$ cat src/rtl/spi_sniff_pkg.sv
// Shared helpers for the SPI bus monitor.
// Assumes nothing beyond standard SystemVerilog.
package spi_sniff_pkg;

    // Data line indices inside the packed line vectors.
    localparam int LINE_MOSI = 0;
    localparam int LINE_MISO = 1;
    localparam int NUM_LINES = 2;

    // Returns 1 when the sampling edge is the falling edge of the serial clock.
    function automatic logic sample_on_fall(input logic cpol, input logic cpha);
        return cpol ^ cpha;
    endfunction

endpackage

$ cat src/rtl/sniff_sync.sv
// Multi-stage synchronizer for a vector of asynchronous inputs.
// Assumes each bit is independent; reset value of every stage is zero.
module sniff_sync #(
    parameter int WIDTH  = 4,
    parameter int STAGES = 2
) (
    input  logic             clk,
    input  logic             rst_n,
    input  logic [WIDTH-1:0] async_in,
    output logic [WIDTH-1:0] sync_out
);
    logic [WIDTH-1:0] stage_q [STAGES];

    genvar s;
    generate
        for (s = 0; s < STAGES; s++) begin : g_stage
            // Shift each stage from its predecessor (or the pins).
            always_ff @(posedge clk) begin
                if (!rst_n) begin
                    stage_q[s] <= '0;
                end else if (s == 0) begin
                    stage_q[s] <= async_in;
                end else begin
                    stage_q[s] <= stage_q[(s == 0) ? 0 : s - 1];
                end
            end
        end
    endgenerate

    assign sync_out = stage_q[STAGES-1];
endmodule

$ cat src/rtl/sniff_edge.sv
// Finds serial clock edges and chip-select activity from synchronized lines.
// Assumes inputs are already in the clk domain. After reset, chip select
// must be seen inactive once before it is treated as active (arming).
module sniff_edge
    import spi_sniff_pkg::*;
(
    input  logic clk,
    input  logic rst_n,
    input  logic sclk_s,
    input  logic sel_s,
    input  logic cfg_cpol,
    input  logic cfg_cpha,
    input  logic cfg_sel_high,
    output logic sample,
    output logic sel_act,
    output logic sel_end
);
    logic sclk_q;
    logic act_q;
    logic armed;
    logic act_raw;
    logic rise;
    logic fall;

    assign act_raw = cfg_sel_high ? sel_s : ~sel_s;
    assign sel_act = act_raw & armed;
    assign rise    = sclk_s & ~sclk_q;
    assign fall    = ~sclk_s & sclk_q;
    assign sample  = sel_act & (sample_on_fall(cfg_cpol, cfg_cpha) ? fall : rise);
    assign sel_end = act_q & ~sel_act;

    // Keep registered copies of the clock and the active state; arm on idle.
    always_ff @(posedge clk) begin
        if (!rst_n) begin
            sclk_q <= 1'b0;
            act_q  <= 1'b0;
            armed  <= 1'b0;
        end else begin
            sclk_q <= sclk_s;
            act_q  <= sel_act;
            armed  <= armed | ~act_raw;
        end
    end
endmodule

$ cat src/rtl/sniff_shift.sv
// Shift register for one observed data line, in either bit order.
// Assumes bit_idx is below MAX_BITS whenever shift is high.
module sniff_shift #(
    parameter int MAX_BITS = 16,
    parameter int CNT_W    = 5
) (
    input  logic                clk,
    input  logic                rst_n,
    input  logic                zero,
    input  logic                shift,
    input  logic                bit_in,
    input  logic                lsb_first,
    input  logic [CNT_W-1:0]    bit_idx,
    output logic [MAX_BITS-1:0] word,
    output logic [MAX_BITS-1:0] word_next
);
    genvar i;
    generate
        for (i = 0; i < MAX_BITS; i++) begin : g_bit
            if (i == 0) begin : g_low
                // Bit 0 takes the new bit in both orders when it is the target.
                assign word_next[i] = lsb_first ? ((bit_idx == CNT_W'(i)) ? bit_in : word[i])
                                                : bit_in;
            end else begin : g_up
                // Upper bits: indexed insert (LSB first) or shift up (MSB first).
                assign word_next[i] = lsb_first ? ((bit_idx == CNT_W'(i)) ? bit_in : word[i])
                                                : word[i-1];
            end
        end
    endgenerate

    // Hold, clear or take the shifted value.
    always_ff @(posedge clk) begin
        if (!rst_n || zero) begin
            word <= '0;
        end else if (shift) begin
            word <= word_next;
        end
    end
endmodule

$ cat src/rtl/spi_sniffer.sv
// Passive SPI monitor: decodes both data lines under run-time framing options
// and reports whole or truncated words with a one-cycle strobe.
// Assumes configuration changes only while chip select is inactive and the
// serial clock half period spans at least two system clocks.
module spi_sniffer
    import spi_sniff_pkg::*;
#(
    parameter int MAX_BITS    = 16,
    parameter int SHORT_BITS  = 8,
    parameter int SYNC_STAGES = 2
) (
    input  logic                clk,
    input  logic                rst_n,
    input  logic                cfg_cpol,
    input  logic                cfg_cpha,
    input  logic                cfg_lsb_first,
    input  logic                cfg_wide,
    input  logic                cfg_sel_high,
    input  logic                bus_sclk,
    input  logic                bus_sel,
    input  logic                bus_mosi,
    input  logic                bus_miso,
    output logic [MAX_BITS-1:0] mosi_word,
    output logic [MAX_BITS-1:0] miso_word,
    output logic                word_valid,
    output logic                word_partial
);
    localparam int CNT_W = $clog2(MAX_BITS + 1);
    localparam int IN_W  = 2 + NUM_LINES;

    logic [IN_W-1:0]      pins_s;
    logic                 sample;
    logic                 sel_act;
    logic                 sel_end;
    logic [CNT_W-1:0]     bit_cnt;
    logic [CNT_W-1:0]     len_m1;
    logic                 last;
    logic                 zero;
    logic [NUM_LINES-1:0] line_s;
    logic [MAX_BITS-1:0]  word     [NUM_LINES];
    logic [MAX_BITS-1:0]  word_nxt [NUM_LINES];

    sniff_sync #(.WIDTH(IN_W), .STAGES(SYNC_STAGES)) i_sync (
        .clk      (clk),
        .rst_n    (rst_n),
        .async_in ({bus_miso, bus_mosi, bus_sel, bus_sclk}),
        .sync_out (pins_s)
    );

    assign line_s = pins_s[IN_W-1:2];

    sniff_edge i_edge (
        .clk          (clk),
        .rst_n        (rst_n),
        .sclk_s       (pins_s[0]),
        .sel_s        (pins_s[1]),
        .cfg_cpol     (cfg_cpol),
        .cfg_cpha     (cfg_cpha),
        .cfg_sel_high (cfg_sel_high),
        .sample       (sample),
        .sel_act      (sel_act),
        .sel_end      (sel_end)
    );

    assign len_m1 = cfg_wide ? CNT_W'(MAX_BITS - 1) : CNT_W'(SHORT_BITS - 1);
    assign last   = sample && (bit_cnt >= len_m1);
    assign zero   = ~sel_act | last;

    genvar l;
    generate
        for (l = 0; l < NUM_LINES; l++) begin : g_line
            sniff_shift #(.MAX_BITS(MAX_BITS), .CNT_W(CNT_W)) i_shift (
                .clk       (clk),
                .rst_n     (rst_n),
                .zero      (zero),
                .shift     (sample),
                .bit_in    (line_s[l]),
                .lsb_first (cfg_lsb_first),
                .bit_idx   (bit_cnt),
                .word      (word[l]),
                .word_next (word_nxt[l])
            );
        end
    endgenerate

    // Count bits inside the active window; idle or completion returns to zero.
    always_ff @(posedge clk) begin
        if (!rst_n || !sel_act) begin
            bit_cnt <= '0;
        end else if (sample) begin
            bit_cnt <= last ? '0 : bit_cnt + 1'b1;
        end
    end

    // Report a finished word, or a truncated one when chip select drops.
    always_ff @(posedge clk) begin
        if (!rst_n) begin
            mosi_word    <= '0;
            miso_word    <= '0;
            word_valid   <= 1'b0;
            word_partial <= 1'b0;
        end else begin
            word_valid   <= 1'b0;
            word_partial <= 1'b0;
            if (last) begin
                mosi_word  <= word_nxt[LINE_MOSI];
                miso_word  <= word_nxt[LINE_MISO];
                word_valid <= 1'b1;
            end else if (sel_end && bit_cnt != '0) begin
                mosi_word    <= word[LINE_MOSI];
                miso_word    <= word[LINE_MISO];
                word_valid   <= 1'b1;
                word_partial <= 1'b1;
            end
        end
    end

    a_r6_single_pulse: assert property (@(posedge clk) disable iff (!rst_n)
        word_valid |=> !word_valid);

    a_r8_partial_has_valid: assert property (@(posedge clk) disable iff (!rst_n)
        word_partial |-> word_valid);

    a_r8_partial_after_release: assert property (@(posedge clk) disable iff (!rst_n)
        word_partial |-> !$past(sel_act));

    a_r7_idle_count_zero: assert property (@(posedge clk) disable iff (!rst_n)
        !sel_act |=> (bit_cnt == '0));

    a_r4_count_bound: assert property (@(posedge clk) disable iff (!rst_n)
        bit_cnt < CNT_W'(MAX_BITS));
endmodule

$ cat config.mk
export PLATFORM = sky130hd
export DESIGN_NAME = spi_sniffer
export DESIGN_NICKNAME = d
export VERILOG_FILES = /design/src/rtl/spi_sniff_pkg.sv /design/src/rtl/sniff_sync.sv /design/src/rtl/sniff_edge.sv /design/src/rtl/sniff_shift.sv /design/src/rtl/spi_sniffer.sv
export SDC_FILE = /design/constraint.sdc
export NUM_CORES = 1
export LEC_CHECK = 0
export BUFFER_PORTS_ARGS = -buffer_cell sky130_fd_sc_hd__clkbuf_2
export CORE_UTILIZATION = 45
export CTS_BUF_LIST = sky130_fd_sc_hd__clkbuf_4 sky130_fd_sc_hd__clkbuf_8
export DETAILED_ROUTE_END_ITERATION = 7
export SLEW_MARGIN = 20
export SYNTH_ARGS = -nofsm -noshare
export SYNTH_HDL_FRONTEND = slang
export SYNTH_SLANG_ARGS = --single-unit
$ cat constraint.sdc
create_clock -name clk -period 2.71 [get_ports clk]
set_input_delay 0.1355 -clock clk [delete_from_list [all_inputs] [get_ports clk]]
set_output_delay 0.1355 -clock clk [all_outputs]
set_load 0.1 [all_outputs]
==> summary.txt, run 1 <==
Critical path
  – Worst path max stage delay: 670 ps
  – Critical-path top delay cell: dfxtp_1
  – Reg2Reg Setup Slack: between 300 and 400 ps
  – Worst-path cell chain: ha_1, nand2_1, o21ai_1, nand3_1, o211a_1
  – Crit path kind: reg -> reg
  – Worst EP arrival: 2570 ps
  – Crit. End Element: flop
  – Startpoint Class: flop
  – Worst EP required: ~3000 ps
  – Crit Path Max Fanout: 18

Drt
  – Residual DRC: 0
  – Antenna Nets Post-Route: 0
  – Via density: 5.58
  – Final WL: approximately 10000 um
  – Iteration-0 DRC Markers: about 160
  – Pre-antenna DRT Iters: 5
  – Vias: 3471
  – Avg WL per Cell: 16.4 um

Run status
  – Status: complete, no violations

Yosys
  – Mux share of post-synthesis cell area: 10.6%
  – Syn nets: approximately 500
  – Number of flops mapped to enable cells by yosys: 0
  – Synth unique cells: 39
  – Synth top area share: between 40% and 50%
  – Sequential cell area fraction in the yosys report: 40.3%
  – Synth Area in Compound Gates: 20.4%
  – Most frequent cell after synthesis: nand2_1
  – Yosys warns: 0
  – Simple-gate share of the synthesized area: 20.0%
  – Mean Syn Cell Area: ~8.5 um^2
  – Most common library cells after synthesis: 97 x nand2_1, 82 x dfxtp_1, 63 x a21oi_1
  – Main combinational cell family by area after synthesis: compound AO/OA/AOI/OAI gates
  – Post-synth ARST share: 0%
  – Synthesized area: 4070 um^2
  – Top cells by area, synth: dfxtp_1 40%, mux2i_1 10%, nand2_1 8.9%, a21oi_1 7.7%, a22oi_1 4.1%
  – Synth Area in Adders: 1.84%
  – Mapped Cells: a little under 500
  – Synth Area in XOR/XNOR: 1.44%
  – Prevailing post-synth register cell: dfxtp_1
  – Yosys top cell by area: dfxtp_1
  – Synth Register Bits: 82

CTS
  – Clk root buf: clkbuf_8
  – Worst-Skew Late Latency: roughly 350 ps
  – Post-CTS Setup Repair Bufs: 0
  – Reg clk slew, reported paths: roughly 80 ps
  – Post-cts resize count: 0
  – H-tree Lvls: 3
  – Hold Buf Count CTS: 4
  – Longest Clk Path Bufs: 2
  – Clock sinks: 82
  – CTS tree: yes
  – CTS buffer count: 9

Cells and area
  – Area delta synth->final: 12.0%
  – Final net count: between 500 and 600
  – Share of layout cells above drive strength 1: 16.5%
  – Fillers: 833
  – Ant diodes: 0

Timing
  – Post-Route Setup TNS: 0 ps
  – Final hold vios: 0
  – Max-slew violations: 0
  – Final min period: 2320 ps
  – Unrepaired setup endpoints after global routing: no
  – Setup Skew: 9.84 ps
  – Worst-Margin Slew: 757 ps
  – Worst setup margin: roughly 400 ps
  – Final setup fails: 0
  – Tcrit/Tclk final: 85.6%
  – FMAX: 0.431 GHz
  – Slew headroom: 49.5%

Place
  – Number of buffers inserted by port buffering: 44
  – HPWL Detailed: 6800 um
  – Routability cong.: roughly 0.86
  – Dpl ws: 406 ps

Power and ir drop
  – Cell-internal power: roughly 1800 uW
  – Clock Power Share: 40.8%
  – Total power density per cell area: 495 nW/um^2
  – Peak supply drop: ~0.00021 V
  – Gate power share: 5.1%
  – Sw Pwr: roughly 500 uW
  – Switching Fraction: 22.4%
  – Sequential power share: 54.1%
  – Leakage: roughly 0.0017 uW

GRT
  – Largest net degree at the start of global routing: 45
  – Initial antenna violation count: 0
  – First-pass GRT wire length: 16900 um
  – Vias in the first global route: 3262
  – Total GRT Usage: 22.8%
  – Overflow left after global routing: 0

Die
  – Die area: 9430 um^2
  – Core area: just under 9000 um^2
  – Initial Util: 46.7%
  – Num rows: 34
  – Die X: 97.1 um
  – Num ports: 45
  – Die Ht: 97.1 um

Run
  – Max_cap viols: 0

Worst hold path
  – Worst hold path type: in -> reg
==> logic make-up (layout without fill, tap and decap cells) <==
kind of cell    after synthesis  after routing
compound gates              126            126
xor+xnor                      5              5
fa+ha+maj                     6              6
buf+inv                      48             81
flops                        82             82
mux                          42             42
simple gates                172            172
==> path summary, 6_finish.rpt <==
path                                        start                               to  depth (start not counted)
setup reg to reg          bit_cnt[3]$_SDFFE_PP0P_        miso_word[4]$_SDFFE_PN0P_                          5
setup / recovery          bit_cnt[3]$_SDFFE_PP0P_        miso_word[4]$_SDFFE_PN0P_                          5
hold / removal                              rst_n          i_edge.act_q$_SDFF_PN0_                          3
hold reg to reg   i_sync.stage_q[0][3]$_SDFF_PN0_  i_sync.stage_q[1][3]$_SDFF_PN0_                          1
==> stage by stage <==
step                hold slack, ps  instances  power (uW)  area, um^2  util [%]
floorplan                      263        481        1330        4070         -
global placement               341        605        1360        4330      49.6
detailed placement             348        605        1360        4330      49.6
CTS                            103        622        2290        4560      52.3
global route                   114        622        2360        4560      52.3
finish                         132        622        2260        4560      52.3
==> layout by cell type, fill, tap and decap left out, drive strengths merged <==
cell         instances
nand2               97
a21bo                1
o21ai                2
inv                  8
dlygate4sd3          4
a221oi               1
nand3                3
a21oi               63
or3                  1
a21boi              23
buf                 12
a31oi                1
dfxtp               82
xnor2                3
o211a                8
clkinv               2
nand4b               3
nor4b                3
o2111ai              1
and4bb               8
nor2                36
mux2i               42
ha                   6
a211oi               3
bufinv               2
xor2                 2
nor2b                1
a22oi               22
nor3                 2
and2                12
nand2b               2
and3                 4
clkbuf              53
a21o                 1
==> state kept, by name (all words and copies together) (netlist names) <==
signal and cells:
g_line.i_shift.word 32, bit_cnt 5, mosi_word 16, i_edge.sclk_q 1
i_sync.stage_q 8, word_valid 1, i_edge.act_q 1, word_partial 1
i_edge.armed 1, miso_word 16
==> final cells by class <==
type	count	area, um^2	area share [%]
Tap cell	108	135	2.96
Clock inverter	4	70.1	1.54
Multi-Input combinational cell	351	2210	48.5
Timing Repair Buffer	60	350	7.68
Inverter	8	30.0	0.658
Clock buffer	9	124	2.72
Sequential cell	82	1640	36.0
==> per-layer routing <==
layer  GRT usage, %  wire length [um]  vias up
li1               -                 -     1716
met1           29.4              4540     1657
met2           37.8              4940       84
met3           5.61               522       14
met4           6.08               170        0
met5              0                 0        -
==> worst max-delay path: cells and delay by family, from the launching register on <==
kind / cells / cell delay, ps
compound gates: 2 / 760
fa+ha+maj: 1 / 210
flops: 1 / 670
simple gates: 2 / 580
==> power by group through the flow <==
stage	sequential [uW]	combinational [uW]	clock [uW]
after global placement	1250	110	0
after global routing	1220	128	1010
after detailed placement	1250	111	0
final	1220	116	922
after CTS	1220	116	948
after floorplan	1240	84.5	0
No activity file was read; power rests on OpenSTA's default activity.
==> run 2, diff against run 1 <==
--- a/config.mk
+++ b/config.mk
@@ -9,6 +9,7 @@
 export CORE_UTILIZATION = 45
 export CTS_BUF_LIST = sky130_fd_sc_hd__clkbuf_4 sky130_fd_sc_hd__clkbuf_8
 export DETAILED_ROUTE_END_ITERATION = 7
+export PLACE_DENSITY = 0.71
 export SLEW_MARGIN = 20
 export SYNTH_ARGS = -nofsm -noshare
 export SYNTH_HDL_FRONTEND = slang
==> constraint.sdc (replaced) <==
create_clock -name clk -period 2.9 [get_ports clk]
set_input_delay 0.145 -clock clk [delete_from_list [all_inputs] [get_ports clk]]
set_output_delay 0.145 -clock clk [all_outputs]
set_load 0.1 [all_outputs]
==> run 2 against run 1 <==
Against the previous run:
- clock skew up 4.0 ps
- global-route usage down 0.76 points
- final area up 0.27%
- worst hold slack worse by 41 ps
- worst setup slack better by 97 ps
- sequential power down 7%
- count of clock-buffer cells in the layout up 3
- first-iteration DRC count up 74%
- critical path depth unchanged
- maximum frequency down 3.8%
- clock power down 5.2%
- via count up 1.8%
- largest cell class unchanged
==> summary.txt, run 2 (synthesized netlist as in run 1, its figures left out) <==
Drt
  – Vias: 3532 (+1.8%)
  – Avg WL per Cell: 16.0 um (-2.3%)
  – Antenna Nets Post-Route: 0 (unchanged)
  – Residual DRC: 0 (unchanged)
  – Via density: 5.67 (+1.6%)
  – Pre-antenna DRT Iters: 5 (unchanged)
  – Iteration-0 DRC Markers: 273 (+74%)
  – Final WL: 9960 um (-2.1%)

Critical path
  – Crit. End Element: flop
  – Crit Path Max Fanout: 18 (unchanged)
  – Worst EP arrival: 2660 ps (+90 ps)
  – Crit path kind: reg -> reg
  – Startpoint Class: flop
  – Worst EP required: 3150 ps (+190 ps)

Die
  – Initial Util: 46.7% (unchanged)
  – Die Ht: 97.1 um (unchanged)
  – Num ports: 45 (unchanged)
  – Num rows: 34 (unchanged)
  – Core area: 8720 um^2 (unchanged)
  – Die area: 9430 um^2 (unchanged)
  – Die X: 97.1 um (unchanged)

GRT
  – Overflow left after global routing: 0 (unchanged)
  – Vias in the first global route: 3446 (+5.6%)
  – First-pass GRT wire length: 16700 um (-1.3%)
  – Total GRT Usage: 22.0% (-0.76 points)
  – Largest net degree at the start of global routing: 45 (unchanged)
  – Initial antenna violation count: 0 (unchanged)

Cells and area
  – Top flop regs: g_line.i_shift.word x32, miso_word x16, mosi_word x16
  – Biggest register: g_line.i_shift.word
  – Area delta synth->final: 12.4%
  – Share of layout cells above drive strength 1: 16.7% (+0.16 points)
  – Largest register FFs: 32 (unchanged)
  – Most frequent cells in the layout: 97 x nand2_1, 82 x dfxtp_1, 63 x a21oi_1, 44 x clkbuf_2, 41 x mux2i_1
  – Commonest non-fill, non-tap cell in the layout: nand2_1
  – Post-Route Utilization: 52.5% (+0.14 points)
  – Final net count: 527 (-0.38%)
  – Design Area, Final: 4570 um^2 (+0.27%)
  – Fillers: 817 (-1.9%)
  – Ant diodes: 0 (unchanged)

CTS
  – Hold Buf Count CTS: 4 (unchanged)
  – CTS tree: yes
  – H-tree Lvls: 3 (unchanged)
  – Clock sinks: 82 (unchanged)
  – Clk root buf: clkbuf_8
  – Longest Clk Path Bufs: 2 (unchanged)
  – Post-cts resize count: 0 (unchanged)
  – Worst-Skew Late Latency: 360 ps (about the same)
  – Reg clk slew, reported paths: 80 ps (about the same)
  – Post-CTS Setup Repair Bufs: 0 (unchanged)
  – CTS buffer count: 9 (unchanged)

Timing
  – Worst-Margin Slew: 774 ps (+17.3 ps)
  – Slew headroom: 47.7% (-1.9 points)
  – Max-slew violations: 0 (unchanged)
  – Final hold vios: 0 (unchanged)
  – Tcrit/Tclk final: 83.2% (-2.4 points)
  – Setup Skew: 13.9 ps (+4.03 ps)
  – Final setup fails: 0 (unchanged)
  – FMAX: 0.415 GHz (-3.8%)
  – Final min period: 2410 ps (+92.7 ps)
  – Post-Route Setup TNS: 0 ps (unchanged)
  – Unrepaired setup endpoints after global routing: no

Place
  – Number of buffers inserted by port buffering: 44 (unchanged)
  – Area of placed instances: 4330 um^2 (about the same)
  – HPWL Detailed: 6680 um (-1.7%)
  – Routability cong.: 0.937 (+8.8%)

Power and ir drop
  – Peak supply drop: 0.000234 V (+9.3%)
  – Tot Pwr: 2120 uW (-6.1%)
  – Leakage: 0.00171 uW (-0.41%)
  – Total power density per cell area: 464 nW/um^2 (-6.4%)

Worst hold path
  – Worst hold path type: in -> reg

Run
  – Max_cap viols: 0 (unchanged)

Run status
  – Status: complete, no violations
==> run 2: cell types whose count changed in the layout (fill, tap and decap cells not counted) <==
cell        delta
bufinv_16      -1
clkbuf_8       +2
clkinv_2       -1
buf_4          -3
clkbuf_4       +1
clkinvlp_4     +2
buf_12         +1
==> run 2: stage by stage <==
| step | hold WS [ps] | instances | worst slack [ps] |
|---|---|---|---|
| 4_1_cts | 83.4 | 623 | 505 |
| 3_3_place_gp | 351 | 603 | 650 |
| 2_1_floorplan | 272 | 481 | 1010 |
| 3_5_place_dp | 355 | 603 | 526 |
| 6_report | 90.8 | 623 | 488 |
| 5_1_grt | 89.8 | 623 | 267 |
==> run 2: worst paths after layout <==
check | from | end | slack, ps | cells past startpoint
min | rst_n | i_edge.act_q$_SDFF_PN0_ | 90 | 3
max | bit_cnt[3]$_SDFFE_PP0P_ | miso_word[4]$_SDFFE_PN0P_ | 490 | 5
min reg2reg | i_sync.stage_q[0][2]$_SDFF_PN0_ | i_sync.stage_q[1][2]$_SDFF_PN0_ | 440 | 1
max reg2reg | bit_cnt[3]$_SDFFE_PP0P_ | miso_word[4]$_SDFFE_PN0P_ | 490 | 5
==> run 2: final cells by class <==
| cell class | instances | area (um^2) | area share [%] |
|---|---|---|---|
| clock buffer | 12 | 159 | 3.47 |
| clock inverter | 4 | 50.0 | 1.09 |
| inverter | 8 | 30.0 | 0.656 |
| multi-input combinational | 351 | 2210 | 48.3 |
| sequential | 82 | 1640 | 35.9 |
| tap | 108 | 135 | 2.95 |
| timing repair buffer | 58 | 348 | 7.60 |
==> run 2: worst max-delay path: stages (launching register included) <==
cell	delay (ps)
dfxtp_1	680
ha_1	200
nand2_1	60
o21ai_1	340
nand3_1	570
o211a_1	430
==> run 2: metal layers <==
| metal | GRT usage, % | share of wire (%) |
|---|---|---|
| met1 | 27.1 | 43 |
| met2 | 37.6 | 49 |
| met3 | 4.68 | 6.1 |
| met4 | 8.27 | 2.4 |
| met5 | 0 | 0 |
==> run 2: report_power, final <==
| part | switching [uW] | internal (uW) |
|---|---|---|
| clock network | 421 | 453 |
| logic | 66.7 | 38.8 |
| registers | 8.69 | 1130 |
| total | 496 | 1620 |
